**config.mk**
```make
export PLATFORM = sky130hd
export DESIGN_NAME = flash_poll_gen
export DESIGN_NICKNAME = d
export VERILOG_FILES = /design/src/rtl/flash_poll_pkg.sv /design/src/rtl/flash_poll_prot_timer.sv /design/src/rtl/flash_poll_fsm.sv /design/src/rtl/flash_poll_toggle.sv /design/src/rtl/flash_poll_status.sv /design/src/rtl/flash_poll_gen.sv
export SDC_FILE = /design/constraint.sdc
export NUM_CORES = 1
export LEC_CHECK = 0
export BUFFER_PORTS_ARGS = -buffer_cell sky130_fd_sc_hd__buf_4
export CAP_MARGIN = 10
export CORE_UTILIZATION = 38
export DETAILED_ROUTE_END_ITERATION = 12
export GPL_ROUTABILITY_DRIVEN = 1
export PLACE_DENSITY_LB_ADDON = 0.2
export SLEW_MARGIN = 0
export SYNTH_ARGS = -nofsm -noshare
export SYNTH_HDL_FRONTEND = slang
export SYNTH_SLANG_ARGS = --single-unit
```
**constraint.sdc**
```tcl
create_clock -name clk -period 3.67 [get_ports clk]
set_input_delay 0 -clock clk [delete_from_list [all_inputs] [get_ports clk]]
set_output_delay 0 -clock clk [all_outputs]
set_load 0.05 [all_outputs]
```
**src/rtl/flash_poll_pkg.sv**
```systemverilog
package flash_poll_pkg;

    typedef enum logic [2:0] {
        ST_ARRAY = 3'd0,
        ST_PROG  = 3'd1,
        ST_ERASE = 3'd2,
        ST_SUSP  = 3'd3,
        ST_SPROG = 3'd4,
        ST_ERR   = 3'd5,
        ST_PROT  = 3'd6
    } poll_st_e;

    localparam logic [2:0] ENG_IDLE  = 3'd0;
    localparam logic [2:0] ENG_PROG  = 3'd1;
    localparam logic [2:0] ENG_ERASE = 3'd2;
    localparam logic [2:0] ENG_SUSP  = 3'd3;
    localparam logic [2:0] ENG_SPROG = 3'd4;
    localparam logic [2:0] ENG_ERR   = 3'd5;

    localparam int BIT_POLL  = 7;
    localparam int BIT_TGL_A = 6;
    localparam int BIT_ERR   = 5;
    localparam int BIT_TIMER = 3;
    localparam int BIT_TGL_B = 2;

    function automatic poll_st_e decode_code(input logic [2:0] code);
        poll_st_e s;
        unique case (code)
            ENG_PROG:  s = ST_PROG;
            ENG_ERASE: s = ST_ERASE;
            ENG_SUSP:  s = ST_SUSP;
            ENG_SPROG: s = ST_SPROG;
            ENG_ERR:   s = ST_ERR;
            default:   s = ST_ARRAY;
        endcase
        return s;
    endfunction

endpackage

```
**src/rtl/flash_poll_prot_timer.sv**
```systemverilog
module flash_poll_prot_timer #(
    parameter int CYC = 5000
) (
    input  logic clk,
    input  logic rst_n,
    input  logic start,
    output logic expire
);
    localparam int CW = (CYC > 1) ? $clog2(CYC + 1) : 1;
    localparam logic [CW-1:0] LOAD = CW'(CYC - 1);

    logic [CW-1:0] cnt;
    logic          active;

    assign expire = active && (cnt == '0);

    always_ff @(posedge clk) begin
        if (!rst_n) begin
            active <= 1'b0;
            cnt    <= '0;
        end else if (start) begin
            active <= 1'b1;
            cnt    <= LOAD;
        end else if (expire) begin
            active <= 1'b0;
        end else if (active) begin
            cnt <= cnt - 1'b1;
        end
    end
endmodule

```
**src/rtl/flash_poll_fsm.sv**
```systemverilog
module flash_poll_fsm
    import flash_poll_pkg::*;
(
    input  logic       clk,
    input  logic       rst_n,
    input  logic [2:0] eng_code,
    input  logic       prot_req,
    input  logic       expire,
    output poll_st_e   st,
    output logic       err_erase,
    output logic       prot_start
);
    poll_st_e nxt;

    // state register
    always_ff @(posedge clk) begin
        if (!rst_n) begin
            st        <= ST_ARRAY;
            err_erase <= 1'b0;
        end else begin
            st <= nxt;
            if (nxt == ST_ERR && st != ST_ERR)
                err_erase <= (st == ST_ERASE) || (st == ST_SUSP);
        end
    end

    // next state and outputs
    always_comb begin
        prot_start = 1'b0;
        nxt        = st;
        unique case (st)
            ST_ARRAY: begin
                if (prot_req) begin
                    prot_start = 1'b1;
                    nxt        = ST_PROT;
                end else begin
                    nxt = decode_code(eng_code);
                end
            end
            ST_PROT: begin
                nxt = expire ? ST_ARRAY : ST_PROT;
            end
            ST_PROG, ST_ERASE, ST_SUSP, ST_SPROG, ST_ERR: begin
                nxt = decode_code(eng_code);
            end
            default: nxt = ST_ARRAY;
        endcase
    end
endmodule

```
**src/rtl/flash_poll_toggle.sv**
```systemverilog
module flash_poll_toggle
    import flash_poll_pkg::*;
(
    input  logic     clk,
    input  logic     rst_n,
    input  poll_st_e st,
    input  logic     rd_strobe,
    input  logic     in_erase_blk,
    output logic     tgl_a,
    output logic     tgl_b
);
    logic busy_a;
    logic step_b;

    always_comb begin
        unique case (st)
            ST_PROG, ST_ERASE, ST_SPROG, ST_ERR, ST_PROT: busy_a = 1'b1;
            default:                                      busy_a = 1'b0;
        endcase
        step_b = ((st == ST_ERASE) || (st == ST_SUSP)) && in_erase_blk;
    end

    always_ff @(posedge clk) begin
        if (!rst_n || st == ST_ARRAY) begin
            tgl_a <= 1'b0;
            tgl_b <= 1'b0;
        end else if (rd_strobe) begin
            if (busy_a) tgl_a <= ~tgl_a;
            if (step_b) tgl_b <= ~tgl_b;
        end
    end
endmodule

```
**src/rtl/flash_poll_status.sv**
```systemverilog
module flash_poll_status
    import flash_poll_pkg::*;
(
    input  poll_st_e   st,
    input  logic       err_erase,
    input  logic       tgl_a,
    input  logic       tgl_b,
    input  logic [7:0] prog_data,
    input  logic [7:0] array_data,
    input  logic       in_erase_blk,
    input  logic       window_open,
    output logic [7:0] rd_data
);
    logic [7:0] stat;
    logic       show;

    always_comb begin
        stat             = '0;
        stat[BIT_TGL_A]  = tgl_a;
        stat[BIT_TGL_B]  = tgl_b;
        show             = 1'b1;
        unique case (st)
            ST_ARRAY: show = 1'b0;
            ST_PROG, ST_SPROG: begin
                stat[BIT_POLL] = ~prog_data[7];
            end
            ST_ERASE: begin
                stat[BIT_POLL]  = 1'b0;
                stat[BIT_TIMER] = ~window_open;
            end
            ST_SUSP: begin
                show            = in_erase_blk;
                stat[BIT_POLL]  = 1'b1;
                stat[BIT_TIMER] = 1'b1;
            end
            ST_ERR: begin
                stat[BIT_ERR]   = 1'b1;
                stat[BIT_POLL]  = err_erase ? 1'b0 : ~prog_data[7];
                stat[BIT_TIMER] = err_erase;
            end
            ST_PROT: begin
                stat[BIT_POLL] = 1'b0;
            end
            default: show = 1'b0;
        endcase
        rd_data = show ? stat : array_data;
    end
endmodule

```
**src/rtl/flash_poll_gen.sv**
```systemverilog
module flash_poll_gen
    import flash_poll_pkg::*;
#(
    parameter int CLK_HZ  = 50_000_000,
    parameter int PROT_US = 100
) (
    input  logic       clk,
    input  logic       rst_n,
    input  logic [2:0] eng_code,
    input  logic       prot_req,
    input  logic [7:0] prog_data,
    input  logic [7:0] array_data,
    input  logic       in_erase_blk,
    input  logic       window_open,
    input  logic       rd_strobe,
    output logic [7:0] rd_data
);
    localparam int CYC_PER_US = (CLK_HZ / 1_000_000 > 0) ? CLK_HZ / 1_000_000 : 1;
    localparam int PROT_CYC   = (CYC_PER_US * PROT_US > 0) ? CYC_PER_US * PROT_US : 1;

    poll_st_e st;
    logic     err_erase;
    logic     prot_start;
    logic     expire;
    logic     tgl_a;
    logic     tgl_b;

    flash_poll_fsm u_fsm (
        .clk        (clk),
        .rst_n      (rst_n),
        .eng_code   (eng_code),
        .prot_req   (prot_req),
        .expire     (expire),
        .st         (st),
        .err_erase  (err_erase),
        .prot_start (prot_start)
    );

    flash_poll_prot_timer #(.CYC(PROT_CYC)) u_timer (
        .clk    (clk),
        .rst_n  (rst_n),
        .start  (prot_start),
        .expire (expire)
    );

    flash_poll_toggle u_tgl (
        .clk          (clk),
        .rst_n        (rst_n),
        .st           (st),
        .rd_strobe    (rd_strobe),
        .in_erase_blk (in_erase_blk),
        .tgl_a        (tgl_a),
        .tgl_b        (tgl_b)
    );

    flash_poll_status u_stat (
        .st           (st),
        .err_erase    (err_erase),
        .tgl_a        (tgl_a),
        .tgl_b        (tgl_b),
        .prog_data    (prog_data),
        .array_data   (array_data),
        .in_erase_blk (in_erase_blk),
        .window_open  (window_open),
        .rd_data      (rd_data)
    );
endmodule

```
* Word level (Yosys, flattened, before mapping)
Index checks and enable logic that the tools add are counted.
W data, S select, Z words.
** Cells by class
- $add $sub $neg :: 1
- Equal/unequal tests :: 14
- Multiplexer cells :: 18
- Bitwise gates (word level) :: 6
- Reduce and logical (&&, ||, !) cells :: 18
** Operator list (number)
- $mux W13 :: 3
- $eq A3 B3 Y1 const B :: 6
- $pmux W3 S5 :: 1
- $logic_not A13 Y1 :: 1
- $sub A13 B1 Y13 const B :: 1
- $eq A3 B2 Y1 const B :: 4
- $reduce_or A5 Y1 :: 2
- $pmux W3 S3 :: 1
- $mux W8 :: 1
- $reduce_and A2 Y1 :: 4
- $mux W1 :: 7
- $eq A3 B1 Y1 const B :: 2
- $mux W3 :: 2
- $not A1 Y1 :: 6
- $pmux W1 S3 :: 2
- $reduce_bool A2 Y1 :: 2
- $reduce_or A2 Y1 :: 2
- $logic_and A1 B1 Y1 :: 3
- $logic_not A3 Y1 :: 1
- $ne A3 B3 Y1 const B :: 1
- $logic_or A1 B1 Y1 :: 2
- $ne A2 B2 Y1 const B :: 1
- $pmux W1 S2 :: 1
- $logic_not A1 Y1 :: 1
** Storage, ports and cells
- Register bits after elaboration :: 20
- Input port bits :: 25
- Output and inout port bits :: 8

* Depth between registers and ports, before layout
- Depth after elaboration :: 6
- Mapped depth :: 6
- Gate-level depth less buffers :: 6

* Cells and area by module
From an unflattened synthesis, not the netlist that was laid out.
** Second synthesis, totals
- Cells, all modules :: 154
- Area, all modules :: 1373.8 um^2
** Modules (own cells, without submodules)
- flash_poll_prot_timer :: instances 1, cells an instance 83, area each 778.2 um^2, sequential area each 280.3 um^2
- flash_poll_fsm :: instances 1, cells an instance 31, area each 271.5 um^2, sequential area each 80.1 um^2
- flash_poll_status :: instances 1, cells an instance 26, area each 214.0 um^2, sequential area each 0.0 um^2
- flash_poll_toggle :: instances 1, cells an instance 14, area each 110.1 um^2, sequential area each 40.0 um^2

* Worst setup path before layout
OpenSTA, ideal clock, no wires.
- Path type :: flip-flop to flip-flop
- From :: reg u_timer.cnt[3]
- To :: reg u_timer.cnt[9]
- Setup time :: 74 ps
- Data arrival time :: 1901 ps
- Data required time :: 3596 ps
- Setup slack :: 1695 ps
- Cell stages (with the launch flop) :: 6
- Period minus slack after synthesis :: 1975 ps
- Cell sequence :: dfxtp_1 or4_1 buf_2 or4_4 or3_1 a31oi_1
** Between the ends
- Longest elaborated chain between the ends :: 4
- Elaborated cells on any way between the ends :: 8
** RTL lines
- start, declared :: RTL line flash_poll_prot_timer.sv:12 : logic [CW-1:0] cnt;
- start signal, assigned :: RTL line flash_poll_prot_timer.sv:27 : cnt <= cnt - 1'b1;
- $sub A13 B1 Y13 / $logic_not A13 Y1 (equally long branches) :: RTL line flash_poll_prot_timer.sv:27, flash_poll_prot_timer.sv:15
- $mux W13 / $logic_and A1 B1 Y1 (equally long branches) :: RTL line flash_poll_prot_timer.sv:26, flash_poll_prot_timer.sv:15
- $mux W13 / $ne A2 B2 Y1 (equally long branches)
- $mux W13 / $reduce_and A2 Y1 (equally long branches)
Several ways; a longest one is shown, not always the timed one. The select of a mux whose other input is x is not followed.
A chain may end at the register's enable or synchronous reset.

* Worst setup path in the final report
- From :: reg u_timer.cnt[3]
- To :: reg u_timer.cnt[5]
** Between the ends
- Longest elaborated chain between the ends :: 4
- Elaborated cells on any way between the ends :: 5
** RTL lines
- parallel branches: the longest is 4 deep, another holds $sub A13 B1 Y13
Parallel ways; which one is timed is not known.

==> flow_metrics.tcl <==
set metrics [dict create \
    slew_headroom_pct 29.38 \
    period_share_pct 60.10 \
    detail_route.wl_per_cell_um 13.59 \
    h-tree-depth 1 \
    fin_tns_setup_ns 0 \
    clockBufferDepth 2 \
    clkLatencyLatePin_ns 0.30 \
    synth-warning-count 0 \
    clkSinkCount 20 \
    cp-end-kind "flip-flop" \
    die_width_um 56.53 \
    cp-start-kind "flip-flop" \
    cts-root-buf "clkbuf_4" \
    cts_tree "built" \
    ys_dominant_reg_cell "dfxtp_1" \
    setup_viol 0 \
    post-cts-setup-buffers 0 \
    required_ns 3.85 \
    cts_inserted_buffers 3 \
    synth_cell_types 37 \
    holdCritStartpoint "eng_code[1]" \
    syn_area_per_cell_um2 8.247 \
    final_common_cell "buf_4" \
    final_cells 193 \
    vias 1102 \
    drive_above_1_share_pct 22.22 \
    antenna_cells 0 \
    critPathLaunch "u_timer.cnt[3]$_SDFFE_PP0P_" \
    clock.fmax_mhz 453.4 \
    routed_wl_mm 2.623 \
    mostFrequentLayoutCells "buf_4, dfxtp_1, a21oi_1" \
    synthCells 137 \
    ctsResizeCount 0 \
    final.min_clock_period_ns 2.206 \
    drcViolationCount 0 \
    grt_pass1_vias 1008 \
    syn2layout_area_growth_pct 23.14 \
    io_buffers 25 \
    drt_pass1_iterations 4 \
    synth_edf_count 0 \
    grt_pass1_wl_mm 4.347 \
    hold_viol_final 0 \
    p_leak_nw 0.5714 \
    placedCellCount 186 \
    drtIter0Drc 33 \
    ys_seq_area_share_pct 35.44 \
    synth_seq_cells 20 \
    cp.arrival_ns 2.39 \
    start_util_pct 40.62 \
    rsz0062_at_grt "no" \
    coreArea_um2 2781 \
    gp_congestion 0.7687 \
    skew_ns 0.002667 \
    async_flop_share_pct 0 \
    grt_max_degree 15 \
    status "completed" \
    dieArea_um2 3195 \
    grt_use_total_pct 16.92 \
    die_y_um 56.53 \
    synthesis.nets 163 \
    cp_max_fo 8 \
    path_clk_slew_ns 0.11 \
    tightest_slew_ns 1.045 \
    hpwl_mm 1.885 \
    synth_area_um2 1130 \
    pin_count 33 \
    maxCapViolations 0 \
    antenna_found_initial 0 \
    hold_class "in2reg" \
    critical_path_class "reg2reg" \
    layout.nets 190 \
    power.density_nw_per_um2 431.6 \
    r2r_start "u_timer.cnt[3]$_SDFFE_PP0P_" \
    antenna_left 0 \
    maxSlewViolCount 0 \
    worst_ir_drop_vdd_v 0.0002508 \
    grt_overflow_total 0 \
    avgViaCountPerCell 5.710 \
    rows 19 \
]
[power breakdown]
group          internal [mW]  total (mW)  switching, mW
combinational         0.0949       0.232          0.137
sequential             0.239       0.266         0.0268
clock                 0.0383       0.103         0.0649
[logic make-up after synthesis]
family                     synth area share (%)
xor gates and xnor gates                  1.551
AOI/OAI and AO/OA                         20.82
DFF                                       35.44
buffers and inverters                     4.097
and+or+nand+nor                           31.34
adders and majority gates                 1.107
muxes                                     5.648
[routing by layer]
metal / part of all wire (%) / track usage (%) / vias up / wire length [µm]
li1: - / - / 568 / -
met1: 48 / 21.94 / 517 / 1260
met2: 49 / 28.57 / 13 / 1292
met3: 1.7 / 2.074 / 4 / 44
met4: 0.99 / 6.272 / 0 / 26
met5: 0 / 0 / - / 0
[synthesized netlist by cell type (all sizes together), types with 2 or more instances]
library cell | number | area (µm²)
dfxtp | 20 | 400.4
or3 | 6 | 37.54
a31oi | 3 | 18.77
mux2 | 3 | 33.78
and2 | 5 | 31.28
nor2 | 7 | 26.28
o31ai | 3 | 22.52
or4 | 8 | 63.81
inv | 5 | 18.77
nor4 | 4 | 25.02
nand2 | 8 | 30.03
a21oi | 13 | 65.06
mux2i | 3 | 30.03
clkbuf | 6 | 22.52
nand3 | 3 | 15.01
or4b | 2 | 20.02
o21ai | 9 | 45.04
a21o | 2 | 15.01
nor3 | 4 | 20.02
nand3b | 2 | 15.01
a221o | 2 | 20.02
nor2b | 5 | 31.28
[what timing repair did]
action / 4_1_cts / 5_1_grt
hold buffers: 4 / 0
endpoints found under the hold margin: 4 / 0
endpoints found under the setup margin: 0 / 0
[registers in the layout, indices dropped and copies added, names as in the netlist]
signal,count
u_fsm.err_erase,1
u_fsm.st,3
u_tgl.tgl_a,1
u_tgl.tgl_b,1
u_timer.active,1
u_timer.cnt,13
[worst max-delay path, stage by stage (launching register included)]
cell and delay (ns):
dfxtp_1 0.37, or4_1 0.70, nor4_1 0.73, nor4_1 0.15
mux2i_1 0.15
[layout make-up]
cell class              count  area [µm²]
well taps                  31       38.79
flip-flops and latches     20       400.4
clock buffers               3       22.52
inverters                   5       18.77
multi-input cells         105       683.2
fillers                   275        1390
repair buffers             29       227.7
[metrics by stage]
step	util, %	power (mW)	hold WS [ns]	area, µm²	setup slack (ns)
finish	50.02	0.6006	0.009178	1391	1.464
floorplan	-	0.4352	0.1217	1130	1.695
CTS	50.02	0.6039	0.008256	1391	1.457
global placement	47.77	0.4893	0.2357	1329	1.582
detailed placement	47.77	0.4973	0.2421	1329	1.496
global route	50.02	0.6381	0.02565	1391	1.272
[final timing paths]
kind	end	slack (ns)	cells after the start
setup / recovery	u_timer.cnt[5]$_SDFFE_PP0P_	1.46	4
hold / removal	u_fsm.st[1]$_SDFF_PN0_	0.009	3
setup reg to reg	u_timer.cnt[5]$_SDFFE_PP0P_	1.46	4
hold reg to reg	u_timer.cnt[11]$_SDFFE_PP0P_	0.47	2
Power figures use the tool's default switching activity.
